### src/rtl/chain_dma.sv
module chain_dma #(
  parameter int AW = 32
) (
  input  logic          clk,
  input  logic          rst_n,
  input  logic          reg_wr,
  input  logic [1:0]    reg_addr,
  input  logic [31:0]   reg_wdata,
  output logic [31:0]   reg_rdata,
  output logic          irq,
  output logic          mem_req,
  output logic          mem_we,
  output logic [AW-1:0] mem_addr,
  output logic [31:0]   mem_wdata,
  input  logic          mem_ready,
  input  logic [31:0]   mem_rdata,
  output logic          txf_push,
  output logic [31:0]   txf_data,
  input  logic          txf_full,
  output logic          rxf_pop,
  input  logic [31:0]   rxf_data,
  input  logic          rxf_empty
);
  localparam int OWN = 31;
  localparam int CHN = 4;
  localparam int LST = 2;
  localparam int WW  = 30;

  typedef enum logic [1:0] {S_IDLE, S_FETCH, S_XFER, S_WB} st_t;

  st_t          state;
  logic [1:0]   widx;
  logic [2:0]   ctl, sts;
  logic         dir_tx;
  logic [AW-1:0] base_r, cur, buf_a, nxt;
  logic [31:0]  flags, cnt;
  logic [WW-1:0] dw;

  logic fetch, xfer, wb, hs, go, unav, fin;
  logic [2:0] sts_clr, sts_set;

  assign fetch = (state == S_FETCH);
  assign xfer  = (state == S_XFER);
  assign wb    = (state == S_WB);
  assign go    = reg_wr && reg_addr == 2'd0 && reg_wdata[1:0] == 2'b11 && state == S_IDLE;

  assign mem_req   = fetch | wb | (xfer & (dir_tx ? !txf_full : !rxf_empty));
  assign mem_we    = wb | (xfer & !dir_tx);
  assign mem_addr  = fetch ? cur + AW'({widx, 2'b00}) :
                     wb    ? cur : buf_a + AW'({dw, 2'b00});
  assign mem_wdata = wb ? (flags & ~(32'd1 << OWN)) : rxf_data;
  assign hs        = mem_req & mem_ready;

  assign txf_push = xfer & dir_tx & hs;
  assign txf_data = mem_rdata;
  assign rxf_pop  = xfer & !dir_tx & hs;

  assign unav    = fetch && mem_ready && widx == 2'd0 && !mem_rdata[OWN];
  assign fin     = wb && mem_ready && flags[LST];
  assign sts_set = {unav, fin & dir_tx, fin & !dir_tx};
  assign sts_clr = (reg_wr && reg_addr == 2'd2) ? reg_wdata[2:0] : 3'b000;
  assign irq     = |sts;

  always_comb begin
    case (reg_addr)
      2'd0:    reg_rdata = {state != S_IDLE, 28'd0, ctl};
      2'd1:    reg_rdata = 32'(base_r);
      2'd2:    reg_rdata = {29'd0, sts};
      default: reg_rdata = 32'd0;
    endcase
  end

  always_ff @(posedge clk or negedge rst_n) begin
    if (!rst_n) begin
      state  <= S_IDLE;
      widx   <= '0;
      ctl    <= '0;
      sts    <= '0;
      dir_tx <= 1'b0;
      base_r <= '0;
      cur    <= '0;
      buf_a  <= '0;
      nxt    <= '0;
      flags  <= '0;
      cnt    <= '0;
      dw     <= '0;
    end else begin
      sts <= (sts & ~sts_clr) | sts_set;
      if (reg_wr && reg_addr == 2'd0) ctl <= reg_wdata[2:0];
      if (reg_wr && reg_addr == 2'd1) base_r <= {reg_wdata[AW-1:2], 2'b00};
      case (state)
        S_IDLE: if (go) begin
          state  <= S_FETCH;
          cur    <= base_r;
          widx   <= '0;
          dir_tx <= reg_wdata[2];
        end
        S_FETCH: if (mem_ready) begin
          case (widx)
            2'd0: flags <= mem_rdata;
            2'd1: cnt   <= mem_rdata;
            2'd2: buf_a <= {mem_rdata[AW-1:2], 2'b00};
            default: nxt <= {mem_rdata[AW-1:2], 2'b00};
          endcase
          widx <= widx + 2'd1;
          if (unav) state <= S_IDLE;
          else if (widx == 2'd3) begin
            dw    <= '0;
            state <= (cnt[31:2] == '0) ? S_WB : S_XFER;
          end
        end
        S_XFER: if (hs) begin
          dw <= dw + WW'(1);
          if (dw + WW'(1) == cnt[31:2]) state <= S_WB;
        end
        default: if (mem_ready) begin
          if (flags[LST]) state <= S_IDLE;
          else begin
            cur   <= flags[CHN] ? nxt : cur + AW'(16);
            widx  <= '0;
            state <= S_FETCH;
          end
        end
      endcase
    end
  end

  p_idle_quiet_r1: assert property (@(posedge clk) disable iff (!rst_n)
    state == S_IDLE |-> !mem_req);

  p_addr_aligned_r2: assert property (@(posedge clk) disable iff (!rst_n)
    mem_req |-> mem_addr[1:0] == 2'b00);

  p_fetch_hold_r2: assert property (@(posedge clk) disable iff (!rst_n)
    fetch && !mem_ready |=> mem_req && $stable(mem_addr));

  p_unavail_stop_r3: assert property (@(posedge clk) disable iff (!rst_n)
    $rose(sts[2]) |-> state == S_IDLE && $past(state) == S_FETCH);

  p_done_idle_r8: assert property (@(posedge clk) disable iff (!rst_n)
    ($rose(sts[0]) || $rose(sts[1])) |-> state == S_IDLE && $past(state) == S_WB);
endmodule

### config.mk
export PLATFORM = sky130hd
export DESIGN_NAME = chain_dma
export DESIGN_NICKNAME = d
export VERILOG_FILES = /design/src/rtl/chain_dma.sv
export SDC_FILE = /design/constraint.sdc
export NUM_CORES = 1
export LEC_CHECK = 0
export ABC_CLOCK_PERIOD_IN_PS = 3300
export BUFFER_PORTS_ARGS = -buffer_cell sky130_fd_sc_hd__buf_2
export CAP_MARGIN = 20
export CORE_UTILIZATION = 52
export CTS_CLUSTER_DIAMETER = 200
export DETAILED_ROUTE_END_ITERATION = 12
export HOLD_SLACK_MARGIN = 0.02
export MAX_ROUTING_LAYER = met4
export PLACE_DENSITY_LB_ADDON = 0.3
export SETUP_SLACK_MARGIN = 0.2
export SYNTH_ARGS = -nofsm -noshare
export SYNTH_HDL_FRONTEND = slang
export SYNTH_SLANG_ARGS = --single-unit
### constraint.sdc
create_clock -name clk -period 3.3 [get_ports clk]
set_input_delay 0.33 -clock clk [delete_from_list [all_inputs] [get_ports clk]]
set_output_delay 0.33 -clock clk [all_outputs]
set_load 0.02 [all_outputs]
==> reports/results.txt <==
CP arrival: 3660 ps
Die ar.: 28,800 um2
Initial Util: 0.528
Synthesis Warnings: 0
Num CTS Buffers: 26
CP max stage delay: 430 ps
Clock skew: 15.4 ps
All-Layer GR Usage: 0.344
Worst R2R Path Depth: 12
DRC viols: 0
Post-Syn Area per Cell: 9.29 um2
Crit Path Max Fanout: 2
Power Density: 832 nW/um2
Register area: 5560 um2
Worst skew pair latency: 540 ps
WP depth: 13
Outcome: finished with violations
Largest net degree at the start of global routing: 88
Gate Count Post-Synth: 1,576
Minimum clock period: 3990 ps
Ant. Diodes: 0
Worst Setup End Kind: output pin
RSZ-0062 raised after global routing: true
Core area: 27,700 um2
Finished Layout Cells: 2,321
Worst path buffer plus inverter count: 2
Die X: 170 um
Slew Limit Fails: 0
Failing checks: negative setup slack
Peak supply drop: 0.000577 V
Hold Crit Depth: 2
RR Startpoint: dw[0]
Worst path top cell family by delay: compound AO/OA/AOI/OAI gates
Layout Nets: 2,072
Vias in the first global route: 13,200
CTS tree: done
Cell area after synthesis: 14,600 um2
Post-synth EDFFs: 0
Maxcap violations: 0
Area delta synth->final: 30.8%
Layout cells sized above 1: 0.411
Worst Hold Class: primary input to register
Fill cells: 2,168
Multi-input gate area: 8990 um2
Post-synthesis sequential area ratio: 0.380
Synth cell types: 85
Vias per inst: 5.91
Total gr overflow: 0
Htree depth: 1
Vias: 13,700
Max-slew headroom: 0.408
Longest Clk Path Bufs: 3
Worst path cell trace: ha_4 -> fa_2 -> a211oi_4 -> o21ai_4 -> a2111oi_4 -> nor3_2 -> a22oi_2 -> buf_4 -> a31oi_4 -> nand3b_1 -> mux2_4 -> a221oi_4 -> buf_6
Global-route wire length before repair: 73.7 mm
Initial drt markers: 1,068
Yosys reg bits: 222
Final WL: 48.8 mm
Largest area contributor in the netlist: dfrtp_1
Lkg Pwr: 8.69 nW
Post-synth top flop: dfrtp_1
Initial antenna violation count: 0
Critical path endpoint: mem_addr[30]
Placed insts: 2,220
Critical Path Source Type: register
Row count: 61
Critical Path Source: dw[0]
Worst-Margin Slew: 886 ps
Final hold viol count: 0
Synth top area cells: dfrtp_1, mux2_2, nand2_1
Setup violations, final: 19
Synth async-reset ratio: 1.00
Worst hold slack: 35.2 ps
TritonRoute pass-1 iters: 5
Final setup margin: -687 ps
Clk root buf: clkbuf_16
Worst-path clk slew: 60 ps
Final ANT Viol Nets: 0
Flop2flop setup slack: -240 ps
Fmax: 0.251 GHz
Detail Placement HPWL: 34.6 mm
I/O Pins: 237
Top cell type's share of synthesized area: 0.380
Total negative setup slack: -6770 ps
Setup CP Type: register to output pin
CTS sink count: 222
Max stage delay cell, worst path: dfrtp_2
DR WL/cell: 21.0 um
GPL Wtd Cong: 0.966
# port buffers: 234
R2r endpoint: state[1]
Worst Path Required: 2970 ps
Final critical-path share of the clock period: 1.21
Die H: 170 um
==> logic make-up (layout without fill, tap and decap cells) <==
| logic type | Yosys count | after routing | synth area share |
|---|---|---|---|
| flip-flops | 222 | 222 | 0.380 |
| buffers and inverters | 167 | 533 | 0.0567 |
| AND/OR/NAND/NOR | 495 | 495 | 0.167 |
| other | 1 | 2 | 0.000256 |
| multiplexers | 201 | 201 | 0.153 |
| XOR/XNOR | 86 | 86 | 0.0533 |
| AO/OA/AOI/OAI | 360 | 360 | 0.151 |
| adder cells (fa/ha/maj) | 44 | 44 | 0.0386 |
==> through the flow <==
stage | total power [mW] | utilization | setup slack (ps) | instance area (um2)
floorplan | 9.24 | - | -102 | 14700
global placement | 11.8 | 0.612 | -269 | 17000
detailed placement | 11.9 | 0.613 | -303 | 17000
global route | 16.7 | 0.691 | -835 | 19100
CTS | 15.6 | 0.679 | -619 | 18800
finish | 15.9 | 0.691 | -687 | 19100
==> cells in the mapped netlist (all sizes together), types with 11 or more instances <==
cell type and count:
or3 15, o31ai 19, mux2i 15, a21oi 107
ha 42, xor2 27, buf 62, o21ai 108
a21o 17, nor4 15, and3 16, xnor2 59
nand3 43, clkbuf 68, nor2b 11, nand4 24
nor2 105, a211oi 20, inv 37, nor3 39
mux2 186, and2 37, dfrtp 222, nand2 154
==> placed cells by master, fill, tap and decap left out, types with 36 or more instances in the layout <==
cell type,synthesis,routed
buf_4,38,191
nor2_1,104,98
nand3_1,42,38
nand2_1,153,150
o21ai_0,106,92
buf_2,6,212
inv_1,37,36
a21oi_1,107,88
dfrtp_1,222,216
xnor2_1,57,51
mux2_2,186,185
==> layout make-up <==
class                           count  area share
Clock buffer                       35      0.0390
Clock inverter                     12     0.00850
Inverter                           37     0.00745
Multi-Input combinational cell   1188       0.470
Sequential cell                   222       0.291
Tap cell                          378      0.0247
Timing Repair Buffer              449       0.160
==> metal layers <==
layer	GRT usage	wire, um	vias up
met5	-	0	-
met4	0.128	1790	0
met3	0.0459	3170	113
met2	0.560	23400	568
met1	0.436	20400	6743
li1	-	-	6301
==> flip-flops by register name (all words and copies together) (netlist names) <==
name / cells
sts: 3
dir_tx: 1
widx: 2
nxt: 30
cnt: 30
ctl: 3
buf_a: 30
flags: 31
dw: 30
state: 2
cur: 30
base_r: 30
==> where the power goes <==
part | switching [mW] | internal, mW | total, mW | leakage (nW)
clock network | 1.19 | 1.89 | 3.08 | 0.450
registers | 0.947 | 3.64 | 4.59 | 2.85
logic | 4.65 | 3.61 | 8.26 | 5.40
total | 6.79 | 9.14 | 15.9 | 8.69
==> what timing repair did <==
item / CTS / global route
cloned: 0 / 1
endpoints found under the hold margin: 91 / 0
pin swaps: 43 / 23
hold buffers: 22 / 0
setup endpoints to repair: 29 / 29
resized for setup: 121 / 53
setup buffers: 23 / 8
==> worst register-to-register path: stages, from the launching register on <==
cell and delay (ps):
dfrtp_2 430, buf_6 120, buf_6 120, ha_4 240, xor2_1 160, a211oi_2 230
buf_4 170, nand3_2 70, or4_4 490, or4_4 540, or4_4 410, o21a_1 210
o311ai_1 270
==> worst min path at each step <==
stage | startpoint | to | slack, ps
2_1_floorplan | rst_n | base_r[10] | 30
3_3_place_gp | rst_n | dw[24] | 340
3_5_place_dp | rst_n | dw[25] | 350
4_1_cts | reg_wdata[4] | base_r[4] | 20
5_1_grt | reg_wdata[19] | base_r[19] | 30
6_report | reg_wdata[19] | base_r[19] | 40
Note: power is estimated with default switching activity, not from simulation.
